--- config.mk ---
export PLATFORM = sky130hd
export DESIGN_NAME = rtcps_stage2
export DESIGN_NICKNAME = d
export VERILOG_FILES = /design/src/rtl/rtcps_pkg.sv /design/src/rtl/rtcps_ctl_reg.sv /design/src/rtl/rtcps_src_sel.sv /design/src/rtl/rtcps_count.sv /design/src/rtl/rtcps_stage2.sv
export SDC_FILE = /design/constraint.sdc
export NUM_CORES = 1
export LEC_CHECK = 0
export BUFFER_PORTS_ARGS = -buffer_cell sky130_fd_sc_hd__buf_4
export CAP_MARGIN = 10
export CORE_MARGIN = 5
export CORE_UTILIZATION = 44
export CTS_CLUSTER_SIZE = 25
export DETAILED_ROUTE_END_ITERATION = 10
export PLACE_DENSITY_LB_ADDON = 0.08
export RECOVER_POWER = 100
export SETUP_SLACK_MARGIN = 0.4
export SYNTH_ARGS = -nofsm -noshare
export SYNTH_HDL_FRONTEND = slang
export SYNTH_SLANG_ARGS = --single-unit
--- constraint.sdc ---
create_clock -name clk -period 0.8 [get_ports clk]
set_input_delay 0.12 -clock clk [delete_from_list [all_inputs] [get_ports clk]]
set_output_delay 0.12 -clock clk [all_outputs]
set_load 0.1 [all_outputs]
--- src/rtl/rtcps_pkg.sv ---
package rtcps_pkg;
  localparam int CNT_W    = 8;
  localparam int CODE_W   = $clog2(CNT_W);
  localparam int SEL_W    = 2;
  localparam int CTL_W    = 16;
  localparam int CAL_CODE = 6;

  typedef struct packed {
    logic [SEL_W-1:0]  src_sel;
    logic [CODE_W-1:0] div_code;
    logic              stop;
    logic [CODE_W-1:0] ivl_code;
    logic              ie;
    logic              flag;
  } ctl_t;

  function automatic logic [CNT_W-1:0] low_mask(input logic [CODE_W-1:0] code);
    logic [CNT_W-1:0] m;
    for (int i = 0; i < CNT_W; i++) m[i] = (i <= int'(code));
    return m;
  endfunction
endpackage

--- src/rtl/rtcps_ctl_reg.sv ---
module rtcps_ctl_reg
  import rtcps_pkg::*;
(
  input  logic             clk,
  input  logic             rst_n,
  input  logic             we,
  input  logic [CTL_W-1:0] wdata,
  input  logic             ivl_evt,
  output ctl_t             ctl,
  output logic [CTL_W-1:0] rdata
);
  ctl_t ctl_q, ctl_d;
  logic unused_rsvd;

  assign unused_rsvd = ^{wdata[10:9], wdata[7:5]};

  always_comb begin
    ctl_d = ctl_q;
    if (we) begin
      ctl_d.src_sel  = wdata[15:14];
      ctl_d.div_code = wdata[13:11];
      ctl_d.stop     = wdata[8];
      ctl_d.ivl_code = wdata[4:2];
      ctl_d.ie       = wdata[1];
      ctl_d.flag     = wdata[0];
    end
    if (ivl_evt) ctl_d.flag = 1'b1;
  end

  always_ff @(posedge clk or negedge rst_n) begin
    if (!rst_n) begin
      ctl_q.src_sel  <= '0;
      ctl_q.div_code <= '0;
      ctl_q.stop     <= 1'b1;
      ctl_q.ivl_code <= '0;
      ctl_q.ie       <= 1'b0;
      ctl_q.flag     <= 1'b0;
    end else begin
      ctl_q <= ctl_d;
    end
  end

  assign ctl = ctl_q;

  always_comb begin
    rdata        = '0;
    rdata[15:14] = ctl_q.src_sel;
    rdata[13:11] = ctl_q.div_code;
    rdata[8]     = ctl_q.stop;
    rdata[4:2]   = ctl_q.ivl_code;
    rdata[1]     = ctl_q.ie;
    rdata[0]     = ctl_q.flag;
  end

  assert_hw_set_wins_R9: assert property (@(posedge clk) disable iff (!rst_n)
    ivl_evt |=> ctl_q.flag);
  assert_write_fields_R7: assert property (@(posedge clk) disable iff (!rst_n)
    we |=> (ctl_q.stop == $past(wdata[8])) && (ctl_q.ie == $past(wdata[1])));
endmodule

--- src/rtl/rtcps_src_sel.sv ---
module rtcps_src_sel
  import rtcps_pkg::*;
(
  input  logic              xtal_tick,
  input  logic              stage1_tick,
  input  logic              cal_mode,
  input  logic              cal_hold,
  input  ctl_t              ctl,
  output logic              adv,
  output logic [CODE_W-1:0] div_eff
);
  logic src_tick;
  logic run;

  always_comb begin
    if (cal_mode) begin
      src_tick = stage1_tick;
      run      = !cal_hold;
      div_eff  = CODE_W'(CAL_CODE);
    end else begin
      src_tick = ctl.src_sel[SEL_W-1] ? stage1_tick : xtal_tick;
      run      = !ctl.stop;
      div_eff  = ctl.div_code;
    end
    adv = run & src_tick;
  end
endmodule

--- src/rtl/rtcps_count.sv ---
module rtcps_count
  import rtcps_pkg::*;
(
  input  logic              clk,
  input  logic              rst_n,
  input  logic              adv,
  input  logic [CODE_W-1:0] div_code,
  input  logic [CODE_W-1:0] ivl_code,
  output logic              out_tick,
  output logic              ivl_evt,
  output logic [CNT_W-1:0]  cnt
);
  logic [CNT_W-1:0] cnt_q, cnt_d;
  logic [CNT_W-1:0] fall_vec;
  logic             out_q, out_d;

  for (genvar k = 0; k < CNT_W; k++) begin : g_tap
    assign fall_vec[k] = adv & (&cnt_q[k:0]);
  end

  always_comb begin
    cnt_d = cnt_q;
    if (adv) cnt_d = cnt_q + 1'b1;
    out_d   = fall_vec[div_code];
    ivl_evt = fall_vec[ivl_code];
  end

  always_ff @(posedge clk or negedge rst_n) begin
    if (!rst_n) begin
      cnt_q <= '0;
      out_q <= 1'b0;
    end else begin
      cnt_q <= cnt_d;
      out_q <= out_d;
    end
  end

  assign out_tick = out_q;
  assign cnt      = cnt_q;

  assert_stall_R6: assert property (@(posedge clk) disable iff (!rst_n)
    !adv |=> $stable(cnt_q));
  assert_out_on_fall_R2: assert property (@(posedge clk) disable iff (!rst_n)
    out_tick |-> ((cnt_q & low_mask($past(div_code))) == '0) && $past(adv));
endmodule

--- src/rtl/rtcps_stage2.sv ---
module rtcps_stage2
  import rtcps_pkg::*;
(
  input  logic             clk,
  input  logic             rst_n,
  input  logic             xtal_tick,
  input  logic             stage1_tick,
  input  logic             cal_mode,
  input  logic             cal_hold,
  input  logic             ctl_we,
  input  logic [CTL_W-1:0] ctl_wdata,
  output logic [CTL_W-1:0] ctl_rdata,
  output logic             out_tick,
  output logic             irq
);
  logic              rst_s1, rst_s2;
  ctl_t              ctl;
  logic              adv;
  logic [CODE_W-1:0] div_eff;
  logic              ivl_evt;
  logic [CNT_W-1:0]  cnt;

  always_ff @(posedge clk or negedge rst_n) begin
    if (!rst_n) begin
      rst_s1 <= 1'b0;
      rst_s2 <= 1'b0;
    end else begin
      rst_s1 <= 1'b1;
      rst_s2 <= rst_s1;
    end
  end

  rtcps_ctl_reg u_ctl (
    .clk(clk), .rst_n(rst_s2), .we(ctl_we), .wdata(ctl_wdata),
    .ivl_evt(ivl_evt), .ctl(ctl), .rdata(ctl_rdata)
  );

  rtcps_src_sel u_sel (
    .xtal_tick(xtal_tick), .stage1_tick(stage1_tick), .cal_mode(cal_mode),
    .cal_hold(cal_hold), .ctl(ctl), .adv(adv), .div_eff(div_eff)
  );

  rtcps_count u_cnt (
    .clk(clk), .rst_n(rst_s2), .adv(adv), .div_code(div_eff),
    .ivl_code(ctl.ivl_code), .out_tick(out_tick), .ivl_evt(ivl_evt), .cnt(cnt)
  );

  assign irq = ctl.flag & ctl.ie;

  assert_cal_counts_stage1_R5: assert property (@(posedge clk) disable iff (!rst_s2)
    (cal_mode && !cal_hold && stage1_tick) |=> (cnt != $past(cnt)));
  assert_cal_ignores_xtal_R5: assert property (@(posedge clk) disable iff (!rst_s2)
    (cal_mode && !stage1_tick) |=> $stable(cnt));
  assert_irq_needs_enable_R8: assert property (@(posedge clk) disable iff (!rst_s2)
    irq |-> ctl_rdata[1]);
endmodule

# Yosys cells after proc, flatten, opt, wreduce, memory -nomap -nowiden
# Index checks and enable logic that the tools add are counted.
# word_totals
elab_cells,43
regBits,22
out_inout_bits,18
inputBits,23
# classes
muxes,10
n_bitwise,10
magnitude_cmp,2
add_sub_neg,1
n_reduce_logical,10
# ops
op,count
$and 1x1->1,10
$add 8x1->8 const B,1
$lt 3x4->1 const B,2
$reduce_and 8->1,1
$mux 1,7
$reduce_and 7->1,1
$bmux 1 s3,2
$reduce_and 6->1,1
$reduce_and 5->1,1
$reduce_and 4->1,1
$mux 3,1
$reduce_and 3->1,1
$logic_not 1->1,2
$reduce_and 2->1,1
$reduce_bool 2->1,1

# Depth between registers and ports, before layout
# logic_depth
ltp_word,7
ltp_mapped,7
mapped_depth_nobuf,7

# By module
# Synthesis repeated with hierarchy kept, for this count alone.
# unflattened
cells_unflattened,101
hier_area_um2,1255.0
# by_module_without_submodules
module,area_per_inst_um2,cells_per_inst,instances
rtcps_ctl_reg,574.3,41,1
rtcps_count,571.8,50,1
rtcps_stage2,60.1,4,1
rtcps_src_sel,48.8,6,1

# Least setup slack after synthesis
# Ideal clock, no wire load.
# synth_path
kind,register to register
startpoint,register u_ctl.ctl_q (netlist bit u_ctl.ctl[10])
endpoint,register u_cnt.cnt_q[7] (netlist: u_cnt.cnt[7])
path_buffers,1
t_arrival_ns,1.896
synth_period_minus_slack_ns,1.975
setup_time_ns,0.079
stages_incl_launch_ff,6
setup_slack_ns,-1.175
path_cell_list,dfrtp_1 mux2i_1 o32a_1 buf_6 nor4_4 xor2_1
# synth_between
elab_chain_len,3
# synth_lines
item,line,rtl
"start, declared",rtcps_ctl_reg.sv:12,"ctl_t ctl_q, ctl_d;"
"start signal, assigned",rtcps_ctl_reg.sv:39,ctl_q <= ctl_d;
$mux 1,rtcps_src_sel.sv:21,src_tick = ctl.src_sel[SEL_W-1] ? stage1_tick : xtal_tick;
$mux 1,rtcps_src_sel.sv:16,if (cal_mode) begin
$and 1x1->1,rtcps_src_sel.sv:25,adv = run & src_tick;
"end signal, assigned",rtcps_count.sv:33,cnt_q <= cnt_d;
"end, declared",rtcps_count.sv:13,"logic [CNT_W-1:0] cnt_q, cnt_d;"
# No other way between the ends.
# A chain may end at the register's enable or synchronous reset.

# Final worst setup path
# layout_path
startpoint,register u_ctl.ctl_q (netlist bit u_ctl.ctl[10])
endpoint,register u_cnt.cnt_q[0] (netlist: u_cnt.cnt[0])
# The elaborated chain is that of the path after synthesis.

==> impl_metrics.csv <==
group,metric,value,unit
detailed_routing,post_drt_wl_per_cell,18.84,µm
clocking,cts_tree,"yes",
floorplan,die_x,60.51,µm
timing,rsz0062_at_grt,"true",
floorplan,ios,41,
layout,fillers,104,
worst_setup_path,cp_data_required_time,1030,ps
yosys,avgSynthCellArea,11.94,µm²
global_route,grt_pass1_wl,5.464,mm
status,outcome,"finished with violations",
global_route,antenna_found_initial,0,
layout,syn_to_final_growth,92.87,%
yosys,yosys_register_bits,22,
floorplan,core_area,2455,µm²
global_route,grt.overflow.total,0,
global_route,grt_pass1_vias,1113,
timing,timing.hold.ws,3.487,ps
placed_design,portBuffers,30,
timing,fin_ws,-767.3,ps
detailed_routing,firstDrtPassIters,4,
pwr,finalPower,5477,µW
layout,n_antenna_cell,0,
status,violations,"negative setup slack",
yosys,synth_warnings,0,
clocking,hold_buffers,1,
worst_setup_path,start_kind,"flop",
placed_design,dpl.hpwl,1.874,mm
pwr,irDropWorstVdd,2329,µV
yosys,synthCells,94,
clocking,cts-buffers-inserted,3,
timing,hold_viol,0,
detailed_routing,routed_via_density,5.206,
worst_setup_path,path_max_fanout,9,
detailed_routing,route.vias.total,1036,
detailed_routing,met1_length,1.435,mm
timing,fin_crit_sh,1.959,
floorplan,die_h,60.51,µm
worst_setup_path,cp.arrival,1800,ps
global_route,grt_max_degree,14,
clocking,path_clk_slew,130,ps
timing,finalCriticalPeriod,1567,ps
yosys,ys_seq_area_frac,0.4916,
placed_design,dp_cells,180,
worst_setup_path,critical_path_class,"flop to flop",
timing,skew,8.239,ps
placed_design,gp_congestion,0.8816,
pwr,p_per_area,2530,nW/µm²
clocking,clkSinkCount,22,
worst_setup_path,startpoint,"u_ctl.ctl[10]",
yosys,syn_area,1122,µm²
yosys,ys_types,34,
clocking,cts_root_buffer,"clkbuf_4",
hold_path,hold_start,"ctl_wdata[13]",
timing,setup_violations,33,
detailed_routing,drc_errors,0,
detailed_routing,wl_met2,1.990,mm
floorplan,start_util,0.4572,
clocking,clock_latency,340,ps
layout,final_nets,196,
clocking,h-tree-depth,1,
worst_setup_path,r2r_start,"u_ctl.ctl[10]",
hold_path,hold_path.class,"input port to flop",
layout,drive_above_1_share,0.6982,
timing,fmax,638.0,MHz
detailed_routing,top_layer,"met4",
detailed_routing,initialDrtViolationCount,40,
clocking,clock_path_buffers,2,
floorplan,rows,18,
detailed_routing,drt_wl_total,3.750,mm
detailed_routing,ant_nets,0,
flow_run,max_cap_viol_count,0,
worst_setup_path,end_kind,"flop",
floorplan,die_area,3661,µm²
layout,layout.cells.non_filler,199,
pwr,leakagePower,0.0009922,µW
detailed_routing,met3_length,229,µm
global_route,grtUsageTotal,0.2092,
timing,slew_viol_final,0,
per-layer routing:
metal  up-vias  track usage
met1       516       0.2349
met4         0      0.07121
li1        476            -
met3        12      0.06383
met2        32       0.3765
met5         -            0
final timing paths:
path                                 to  slack [ps]  depth (start not counted)
hold / removal             u_ctl.ctl[8]           3                          3
max in group asynchronous  u_ctl.ctl[5]         350                          1
setup reg to reg           u_cnt.cnt[0]        -770                          5
hold reg to reg            u_cnt.cnt[6]         240                          1
min in group asynchronous        rst_s2          80                          2
setup / recovery           u_cnt.cnt[0]        -770                          5
layout by cell type, fill, tap and decap left out, types with 2 or more instances in the layout:
cell type / count
nor4_4: 2
xor2_1: 3
conb_1: 6
mux2_4: 7
mux2_1: 3
nand2_1: 3
a31oi_1: 2
nor2_1: 3
nor2b_1: 3
buf_4: 43
inv_4: 2
mux2_2: 2
ha_4: 2
buf_12: 14
nand3_1: 3
mux2i_1: 3
clkbuf_4: 3
dfrtp_4: 11
buf_6: 14
nand2b_1: 3
dfrtp_1: 9
repair_timing:
action                                  in CTS  in global routing
endpoints found under the hold margin        2                  2
pin swaps                                    4                  4
gates resized for setup                     62                 12
setup buffers                                8                  5
gates cloned                                 1                  0
endpoints found under the setup margin      35                 43
layout make-up:
| class | instances | area (µm²) | area share |
|---|---|---|---|
| Timing Repair Buffer | 74 | 802.0 | 0.3705 |
| Inverter | 4 | 20.02 | 0.009249 |
| Tap cell | 30 | 37.54 | 0.01734 |
| Clock inverter | 1 | 30.03 | 0.01387 |
| Sequential cell | 22 | 598.1 | 0.2763 |
| Multi-Input combinational cell | 65 | 654.4 | 0.3023 |
| Clock buffer | 3 | 22.52 | 0.01040 |
cell usage after synthesis:
master,n,area (µm²)
buf_6,1,11.26
nand2_1,3,11.26
nor4_4,2,42.54
inv_2,1,3.750
a311oi_1,1,8.760
mux2_1,9,101.4
buf_4,5,37.54
a221oi_1,1,8.760
dfstp_2,1,26.28
a31oi_1,2,12.51
ha_1,3,37.54
nor2b_1,3,18.77
inv_1,3,11.26
xnor2_1,2,17.52
o32a_1,1,10.01
nor4b_1,1,8.760
or3_1,1,6.260
conb_1,2,7.510
nand3_1,5,25.02
and2_1,1,6.260
mux2i_1,3,30.03
a21o_1,1,7.510
o31ai_1,1,7.510
buf_1,1,3.750
dfrtp_1,21,525.5
nand2b_1,3,18.77
o21a_1,1,7.510
o211a_1,1,10.01
o21ai_0,2,10.01
a21oi_1,1,5.000
a211o_1,1,8.760
mux2_2,3,33.78
xor2_1,3,26.28
nor2_1,4,15.01
state kept, by name (all words and copies together) (netlist names):
register	count
rst_s1	1
rst_s2	1
u_cnt.cnt	8
u_cnt.out_tick	1
u_ctl.ctl	11
worst max-delay path: stages, from the launching register on:
cell	delay [ps]
dfrtp_4	500
mux2i_1	140
o32a_4	400
buf_4	170
buf_4	130
xnor2_2	120
report_power, final:
group / switching (µW) / internal [µW] / leakage (µW)
logic: 1450 / 1430 / 0.000716
clock network: 382 / 508 / 0.0000279
registers: 311 / 1400 / 0.000249
total: 2140 / 3330 / 0.000992
per-stage QoR:
stage,utilization,TNS [ps],worst slack [ps],cell area [µm²]
floorplan,-,-10270,-833.6,1219
detailed placement,0.6758,-10690,-826.6,1659
CTS,0.8456,-13690,-712.3,2076
finish,0.8818,-15030,-767.3,2165
global route,0.8818,-15960,-831.0,2165
global placement,0.6758,-10350,-807.8,1659
logic make-up (layout without fill, tap and decap cells):
group	after synthesis	after routing	share of synthesized area
AO/OA/AOI/OAI	13	13	0.08585
XOR/XNOR	5	5	0.03903
adder cells (fa/ha/maj)	3	3	0.03345
buffers and inverters	11	82	0.06020
flip-flops	22	22	0.4916
multiplexers	15	15	0.1472
other	2	6	0.006691
AND/OR/NAND/NOR	23	23	0.1360
Note: power is estimated with default switching activity, not from simulation.
